## src/rtl/fst_pkg.sv

```systemverilog
package fst_pkg;

    typedef enum logic [2:0] {
        TS_RUN     = 3'd0,
        TS_IDLE    = 3'd1,
        TS_SQUASH  = 3'd2,
        TS_BLOCK   = 3'd3,
        TS_WAIT    = 3'd4,
        TS_DONE    = 3'd5,
        TS_TRAP    = 3'd6,
        TS_QUIESCE = 3'd7
    } thr_state_e;

    // Downstream stages feeding stall pulses: 0 decode, 1 rename, 2 execute, 3 commit
    localparam int STALL_SOURCES = 4;

    typedef struct packed {
        logic active;
        logic cmt_squash;
        logic rob_busy;
        logic dec_squash;
        logic issue;
        logic trap;
        logic quiesce;
        logic ack;
    } thr_evt_t;

    function automatic logic state_has_work(thr_state_e s);
        return (s == TS_RUN) || (s == TS_SQUASH) || (s == TS_DONE);
    endfunction

endpackage

```

## src/rtl/fst_stall_flags.sv

```systemverilog
module fst_stall_flags #(
    parameter int NUM_THREADS = 4,
    parameter int NUM_STAGES  = 4
) (
    input  logic                              clk,
    input  logic                              rst,
    input  logic [NUM_STAGES*NUM_THREADS-1:0] stall_set,
    input  logic [NUM_STAGES*NUM_THREADS-1:0] stall_clr,
    output logic [NUM_THREADS-1:0]            flag_any_nxt
);
    localparam int NBITS = NUM_STAGES * NUM_THREADS;

    logic [NBITS-1:0] flag_q;
    logic [NBITS-1:0] flag_d;

    assign flag_d = (flag_q | stall_set) & ~stall_clr;

    always_ff @(posedge clk) begin
        if (rst) flag_q <= '0;
        else     flag_q <= flag_d;
    end

    for (genvar t = 0; t < NUM_THREADS; t++) begin : g_thr
        logic [NUM_STAGES-1:0] per_stage;
        for (genvar s = 0; s < NUM_STAGES; s++) begin : g_stg
            assign per_stage[s] = flag_d[s*NUM_THREADS + t];
        end
        assign flag_any_nxt[t] = |per_stage;
    end

    AST_NO_SET_CLR_CLASH: assert property (@(posedge clk) disable iff (rst)
        (stall_set & stall_clr) == '0);

endmodule

```

## src/rtl/fst_thread_fsm.sv

```systemverilog
module fst_thread_fsm
    import fst_pkg::*;
#(
    parameter int PC_W       = 32,
    parameter int TAG_W      = 3,
    parameter int INST_BYTES = 4
) (
    input  logic              clk,
    input  logic              rst,
    input  thr_evt_t          evt,
    input  logic [PC_W-1:0]   cmt_pc,
    input  logic [PC_W-1:0]   dec_pc,
    input  logic              stalled,
    input  logic              rsp_hit,
    output thr_state_e        st_o,
    output logic [TAG_W-1:0]  tag_o,
    output logic              redir_v,
    output logic [PC_W-1:0]   redir_pc,
    output logic [PC_W-1:0]   redir_npc
);
    thr_state_e        st_q, st_d;
    logic [TAG_W-1:0]  tag_q, tag_d;
    logic              rv_q, rv_d;
    logic [PC_W-1:0]   pc_q, pc_d;
    logic [PC_W-1:0]   npc_q;

    always_comb begin
        st_d  = st_q;
        tag_d = tag_q;
        rv_d  = 1'b0;
        pc_d  = pc_q;
        if (!evt.active) begin
            st_d = TS_IDLE;
        end else if (evt.cmt_squash) begin
            st_d = TS_SQUASH;
            rv_d = 1'b1;
            pc_d = cmt_pc;
        end else if (evt.rob_busy) begin
            st_d = TS_SQUASH;
        end else if (evt.dec_squash && st_q != TS_SQUASH) begin
            st_d = TS_SQUASH;
            rv_d = 1'b1;
            pc_d = dec_pc;
        end else if (stalled && st_q != TS_WAIT) begin
            st_d = TS_BLOCK;
        end else begin
            unique case (st_q)
                TS_IDLE, TS_BLOCK, TS_SQUASH: st_d = TS_RUN;
                TS_RUN: begin
                    if (evt.issue) begin
                        st_d  = TS_WAIT;
                        tag_d = tag_q + 1'b1;
                    end else if (evt.trap) begin
                        st_d = TS_TRAP;
                    end else if (evt.quiesce) begin
                        st_d = TS_QUIESCE;
                    end
                end
                TS_WAIT: begin
                    if (rsp_hit) st_d = stalled ? TS_BLOCK : TS_DONE;
                end
                TS_DONE: begin
                    if (evt.ack) st_d = TS_RUN;
                end
                default: st_d = st_q;
            endcase
        end
    end

    always_ff @(posedge clk) begin
        if (rst) begin
            st_q  <= TS_RUN;
            tag_q <= '0;
            rv_q  <= 1'b0;
            pc_q  <= '0;
            npc_q <= '0;
        end else begin
            st_q  <= st_d;
            tag_q <= tag_d;
            rv_q  <= rv_d;
            pc_q  <= pc_d;
            if (rv_d) npc_q <= pc_d + PC_W'(INST_BYTES);
        end
    end

    assign st_o      = st_q;
    assign tag_o     = tag_q;
    assign redir_v   = rv_q;
    assign redir_pc  = pc_q;
    assign redir_npc = npc_q;

    AST_CMT_SQUASH_WINS: assert property (@(posedge clk) disable iff (rst)
        (evt.active && evt.cmt_squash) |=> (st_q == TS_SQUASH && rv_q));

    AST_ROB_HOLDS_SQUASH: assert property (@(posedge clk) disable iff (rst)
        (evt.active && evt.rob_busy) |=> st_q == TS_SQUASH);

    AST_WAIT_IGNORES_STALL: assert property (@(posedge clk) disable iff (rst)
        (evt.active && !evt.cmt_squash && !evt.rob_busy && !evt.dec_squash &&
         st_q == TS_WAIT && !rsp_hit) |=> st_q == TS_WAIT);

    AST_ISSUE_ADVANCES_TAG: assert property (@(posedge clk) disable iff (rst)
        (evt.active && !evt.cmt_squash && !evt.rob_busy && !evt.dec_squash &&
         !stalled && st_q == TS_RUN && evt.issue)
        |=> (st_q == TS_WAIT && tag_q == $past(tag_q) + 1'b1));

endmodule

```

## src/rtl/fst_rsp_filter.sv

```systemverilog
module fst_rsp_filter
    import fst_pkg::*;
#(
    parameter int NUM_THREADS = 4,
    parameter int TAG_W       = 3,
    parameter int CNT_W       = 16,
    localparam int TID_W      = (NUM_THREADS > 1) ? $clog2(NUM_THREADS) : 1
) (
    input  logic              clk,
    input  logic              rst,
    input  logic              rsp_valid,
    input  logic [TID_W-1:0]  rsp_tid,
    input  logic [TAG_W-1:0]  rsp_tag,
    input  logic              switched_out,
    input  thr_state_e        st_i  [NUM_THREADS],
    input  logic [TAG_W-1:0]  tag_i [NUM_THREADS],
    output logic [NUM_THREADS-1:0] hit,
    output logic              rsp_drop,
    output logic [CNT_W-1:0]  drop_count
);
    logic drop_d;
    logic drop_q;
    logic [CNT_W-1:0] cnt_q;

    for (genvar t = 0; t < NUM_THREADS; t++) begin : g_hit
        assign hit[t] = rsp_valid && !switched_out &&
                        (rsp_tid == TID_W'(t)) &&
                        (st_i[t] == TS_WAIT) &&
                        (tag_i[t] == rsp_tag);
    end

    assign drop_d = rsp_valid && (hit == '0);

    always_ff @(posedge clk) begin
        if (rst) begin
            drop_q <= 1'b0;
            cnt_q  <= '0;
        end else begin
            drop_q <= drop_d;
            if (drop_d) cnt_q <= cnt_q + 1'b1;
        end
    end

    assign rsp_drop   = drop_q;
    assign drop_count = cnt_q;

    AST_HIT_ONE_THREAD: assert property (@(posedge clk) disable iff (rst)
        $onehot0(hit));

    AST_DROP_COUNTS: assert property (@(posedge clk) disable iff (rst)
        (rsp_valid && (switched_out || st_i[rsp_tid] != TS_WAIT))
        |=> (rsp_drop && drop_count == $past(drop_count) + 1'b1));

endmodule

```

## src/rtl/fst_activity.sv

```systemverilog
module fst_activity
    import fst_pkg::*;
#(
    parameter int NUM_THREADS = 4
) (
    input  thr_state_e             st_i [NUM_THREADS],
    input  logic [NUM_THREADS-1:0] thread_active,
    output logic                   stage_active
);
    logic [NUM_THREADS-1:0] busy;

    for (genvar t = 0; t < NUM_THREADS; t++) begin : g_busy
        assign busy[t] = thread_active[t] && state_has_work(st_i[t]);
    end

    assign stage_active = |busy;

endmodule

```

## src/rtl/fetch_thread_status.sv

```systemverilog
module fetch_thread_status
    import fst_pkg::*;
#(
    parameter int NUM_THREADS = 4,
    parameter int NUM_STAGES  = STALL_SOURCES,
    parameter int PC_W        = 32,
    parameter int TAG_W       = 3,
    parameter int INST_BYTES  = 4,
    parameter int CNT_W       = 16,
    localparam int TID_W      = (NUM_THREADS > 1) ? $clog2(NUM_THREADS) : 1,
    localparam int ST_W       = $bits(thr_state_e)
) (
    input  logic                              clk,
    input  logic                              rst,
    input  logic [NUM_THREADS-1:0]            thread_active,
    input  logic                              ctx_switch,
    input  logic                              switched_out,
    input  logic [NUM_STAGES*NUM_THREADS-1:0] stall_set,
    input  logic [NUM_STAGES*NUM_THREADS-1:0] stall_clr,
    input  logic [NUM_THREADS-1:0]            cmt_squash,
    input  logic [NUM_THREADS*PC_W-1:0]       cmt_pc,
    input  logic [NUM_THREADS-1:0]            rob_squashing,
    input  logic [NUM_THREADS-1:0]            dec_squash,
    input  logic [NUM_THREADS*PC_W-1:0]       dec_pc,
    input  logic [NUM_THREADS-1:0]            req_issue,
    input  logic [NUM_THREADS-1:0]            trap_evt,
    input  logic [NUM_THREADS-1:0]            quiesce_evt,
    input  logic [NUM_THREADS-1:0]            done_ack,
    input  logic                              rsp_valid,
    input  logic [TID_W-1:0]                  rsp_tid,
    input  logic [TAG_W-1:0]                  rsp_tag,
    output logic [NUM_THREADS*ST_W-1:0]       thr_state,
    output logic [NUM_THREADS*TAG_W-1:0]      req_tag,
    output logic [NUM_THREADS-1:0]            redirect_valid,
    output logic [NUM_THREADS*PC_W-1:0]       redirect_pc,
    output logic [NUM_THREADS*PC_W-1:0]       redirect_npc,
    output logic                              rsp_drop,
    output logic [CNT_W-1:0]                  drop_count,
    output logic                              stage_active
);
    logic [NUM_THREADS-1:0] flag_any;
    logic [NUM_THREADS-1:0] hit;
    thr_state_e             st   [NUM_THREADS];
    logic [TAG_W-1:0]       tags [NUM_THREADS];

    fst_stall_flags #(
        .NUM_THREADS (NUM_THREADS),
        .NUM_STAGES  (NUM_STAGES)
    ) u_flags (
        .clk          (clk),
        .rst          (rst),
        .stall_set    (stall_set),
        .stall_clr    (stall_clr),
        .flag_any_nxt (flag_any)
    );

    for (genvar t = 0; t < NUM_THREADS; t++) begin : g_thr
        thr_evt_t evt;
        assign evt = '{
            active:     thread_active[t],
            cmt_squash: cmt_squash[t],
            rob_busy:   rob_squashing[t],
            dec_squash: dec_squash[t],
            issue:      req_issue[t],
            trap:       trap_evt[t],
            quiesce:    quiesce_evt[t],
            ack:        done_ack[t]
        };

        fst_thread_fsm #(
            .PC_W       (PC_W),
            .TAG_W      (TAG_W),
            .INST_BYTES (INST_BYTES)
        ) u_fsm (
            .clk       (clk),
            .rst       (rst),
            .evt       (evt),
            .cmt_pc    (cmt_pc[t*PC_W +: PC_W]),
            .dec_pc    (dec_pc[t*PC_W +: PC_W]),
            .stalled   (flag_any[t] | ctx_switch),
            .rsp_hit   (hit[t]),
            .st_o      (st[t]),
            .tag_o     (tags[t]),
            .redir_v   (redirect_valid[t]),
            .redir_pc  (redirect_pc[t*PC_W +: PC_W]),
            .redir_npc (redirect_npc[t*PC_W +: PC_W])
        );

        assign thr_state[t*ST_W +: ST_W]  = st[t];
        assign req_tag[t*TAG_W +: TAG_W]  = tags[t];
    end

    fst_rsp_filter #(
        .NUM_THREADS (NUM_THREADS),
        .TAG_W       (TAG_W),
        .CNT_W       (CNT_W)
    ) u_filter (
        .clk          (clk),
        .rst          (rst),
        .rsp_valid    (rsp_valid),
        .rsp_tid      (rsp_tid),
        .rsp_tag      (rsp_tag),
        .switched_out (switched_out),
        .st_i         (st),
        .tag_i        (tags),
        .hit          (hit),
        .rsp_drop     (rsp_drop),
        .drop_count   (drop_count)
    );

    fst_activity #(
        .NUM_THREADS (NUM_THREADS)
    ) u_act (
        .st_i          (st),
        .thread_active (thread_active),
        .stage_active  (stage_active)
    );

endmodule

```

## config.mk

```make
export PLATFORM = sky130hd
export DESIGN_NAME = fetch_thread_status
export DESIGN_NICKNAME = d
export VERILOG_FILES = /design/src/rtl/fst_pkg.sv /design/src/rtl/fst_stall_flags.sv /design/src/rtl/fst_thread_fsm.sv /design/src/rtl/fst_rsp_filter.sv /design/src/rtl/fst_activity.sv /design/src/rtl/fetch_thread_status.sv
export SDC_FILE = /design/constraint.sdc
export NUM_CORES = 1
export LEC_CHECK = 0
export CAP_MARGIN = 15
export CORE_AREA = 3 3 242 244
export DETAILED_ROUTE_END_ITERATION = 6
export DIE_AREA = 0 0 245 247
export GPL_ROUTABILITY_DRIVEN = 0
export HOLD_SLACK_MARGIN = 0.05
export SLEW_MARGIN = 20
export SYNTH_ARGS = -nofsm -noshare
export SYNTH_HDL_FRONTEND = slang
export SYNTH_SLANG_ARGS = --single-unit
export TNS_END_PERCENT = 5
```

## constraint.sdc

```tcl
create_clock -name clk -period 6 [get_ports clk]
set_input_delay 1.8 -clock clk [delete_from_list [all_inputs] [get_ports clk]]
set_output_delay 1.8 -clock clk [all_outputs]
set_load 0.05 [all_outputs]
```

==> out/qor.yml <==
synth_most_common_cell: "dfxtp_1"
root_buffer: "clkbuf_16"
synth_top_area_cell: "dfxtp_1"
cts_made_buffers: 40
antenna_found_initial: 4
end_kind: "output pin"
synth.distinct_cells: 102
slowest_stage: "clkdlybuf4s50_1"
fin_area_um2: 25600
ir_drop_mv: 0.2073
holdBufCountCts: 0
die-area_um2: 60520
total_power_mw: 6.323
first_pass_iters: 7
p_leak_nw: 9.179
post_dp_cell_area_um2: 24300
setup_violations: 0
crit_chain: "clkdlybuf4s50_1 > buf_4 > a22oi_1 > o211ai_1 > buf_12"
synth_fp_nets: 2443
finalClockSkew_ns: 0.01878
relSlewSlack: 0.3201
combPwrFrac: 0.250
grt_usage: 0.2483
dieHeight_um: 247
power.switching_mw: 2.031
slew_violations: 0
arrival_ns: 3.65
ys_seq_area_frac: 0.3680
path_clk_slew_ns: 0.05
holdCritPathClass: "flop to flop"
grt_setup_unrepaired: "no"
crit_type: "primary input to output pin"
ys_ff_latch: 317
nFillCells: 5499
viasPerCell: 5.660
core_area_um2: 56500
tightestPinTransition_ns: 1.020
synth_top_area_frac: 0.3680
worstPathMaxFanout: 8
post-route-period-util: 0.9079
drive_gt1_frac: 0.07146
yosysWarnings: 0
synth_edf_count: 0
netlist_area_um2: 17240
overflow: 0
worstSkewPairLatency_ns: 0.55
p_sw_frac: 0.3212
synthFlopType: "dfxtp_1"
clockBufferDepth: 3
die_width_um: 245
nets: 3012
synthArstFlopShare: 0
tns_ns: 0
postCtsSetupRepairBufs: 0
wl_per_cell_um: 23.07
tritoncts: "yes"
totalWireLength_mm: 79.81
cts-resized-gates: 0
drtIter0Drc: 1509
first_global_vias: 18750
p_per_area_nw_per_um2: 247.0
grt_pass1_wl_mm: 116.3
pwr-share-clk: 0.383
fmax_mhz: 183.6
ios: 632
p_int_mw: 4.292
floorplan.initialDensity: 0.3052
fin_crit_ns: 5.447
violations: "design-rule violations"
holdWs_ns: 0.4496
rows: 87
synthToLayoutAreaGrowth_pct: 48.45
cts.sinks: 317
via_count: 19580
ys_top_cells_by_count: "317 x dfxtp_1, 209 x nor2_1, 197 x nand2_1, 115 x nand3_1, 104 x clkbuf_1"
maxCapViolations: 0
avgSynthCellArea_um2: 8.196
final_antenna_net_count: 0
grt_max_degree: 86
seqPwrFrac: 0.367
syn_inst: 2104
cpPeakStageDelay_ns: 0.57
hold_viol_final: 0
post-dp-hpwl_mm: 61.45
synthTopCellsByArea: "dfxtp_1 37%, nor2_1 4.5%, nand2_1 4.3%"
status: "complete, but fails checks"
cts-htree-levels: 2
worstPathRequired_ns: 4.20
numPortBuffers: 631
post-route-util: 0.4531
drc: 11
start_kind: "primary input"
==> layer usage <==
| layer | global-route usage | up-vias | part of all wire |
|---|---|---|---|
| met5 | 0 | - | 0.00054 |
| met3 | 0.06159 | 168 | 0.084 |
| li1 | - | 9061 | - |
| met2 | 0.4151 | 933 | 0.47 |
| met1 | 0.3059 | 9411 | 0.40 |
| met4 | 0.1018 | 6 | 0.041 |
==> final timing paths <==
path                            cells past startpoint                            to  slack (ns)                         from
worst max-delay path                                5                  stage_active        0.55             thread_active[3]
worst max register to register                     11  g_thr[0].u_fsm.redir_npc[30]        1.82       g_thr[0].u_fsm.st_o[2]
worst min register to register                      2   g_thr[1].u_fsm.redir_npc[4]        0.45  g_thr[1].u_fsm.redir_npc[4]
worst min-delay path                                2   g_thr[1].u_fsm.redir_npc[4]        0.45  g_thr[1].u_fsm.redir_npc[4]
==> logic make-up after synthesis <==
group / share of synthesized area
buffers and inverters: 0.05384
flip-flops: 0.3680
AO/OA/AOI/OAI: 0.2434
multiplexers: 0.01168
AND/OR/NAND/NOR: 0.2780
adder cells (fa/ha/maj): 0.006530
XOR/XNOR: 0.03860
==> registers in the layout, summed over array words and instances, names as in the netlist <==
signal                 cells
g_thr.u_fsm.redir_npc    128
g_thr.u_fsm.redir_pc     128
u_filter.drop_count       16
u_flags.flag_q            16
g_thr.u_fsm.st_o          12
g_thr.u_fsm.tag_o         12
g_thr.u_fsm.redir_v        4
u_filter.rsp_drop          1
==> worst max-delay path, delay by kind of cell <==
| kind | cells | cell delay (ns) |
|---|---|---|
| buffers and inverters | 3 | 1.09 |
| AOI/OAI and AO/OA | 2 | 0.75 |
==> layout by cell type, fill, tap and decap left out, drive strengths merged, types with 27 or more instances in the layout <==
master	n
nor3	46
a21oi	93
xnor2	33
nand2	197
a32oi	27
and2	61
nand4	60
clkdlybuf4s50	628
clkbuf	56
o21ai	77
nand3	116
xor2	43
a32o	27
buf	70
nor4	42
nor2	211
and3	43
inv	35
dfxtp	317
==> area by class of cell <==
class / instances / area (um2) / area share
multi-input cells: 1577 / 9986 / 0.3901
repair buffers: 699 / 6873 / 0.2685
flip-flops and latches: 317 / 6346 / 0.2479
clock buffers: 55 / 1149 / 0.04487
well taps: 756 / 945.9 / 0.03695
clock inverters: 15 / 150.1 / 0.005865
inverters: 38 / 145.1 / 0.005670
diodes: 2 / 5.005 / 0.0001955
==> through the flow <==
step | std cells | setup slack (ns)
finish | 3459 | 0.5527
detailed placement | 3387 | 0.4091
global placement | 3387 | 0.4383
global route | 3457 | 0.4876
CTS | 3457 | 0.4459
floorplan | 2104 | 0.7215
==> power by group through the flow <==
| stage | Combinational (mW) | Clock [mW] | Sequential (mW) |
|---|---|---|---|
| after CTS | 1.58 | 2.49 | 2.32 |
| final | 1.58 | 2.42 | 2.32 |
| after global routing | 1.66 | 2.56 | 2.33 |
| after global placement | 1.56 | 0 | 2.36 |
| after detailed placement | 1.57 | 0 | 2.36 |
| after floorplan | 0.510 | 0 | 2.72 |
Note: power is estimated with default switching activity, not from simulation.
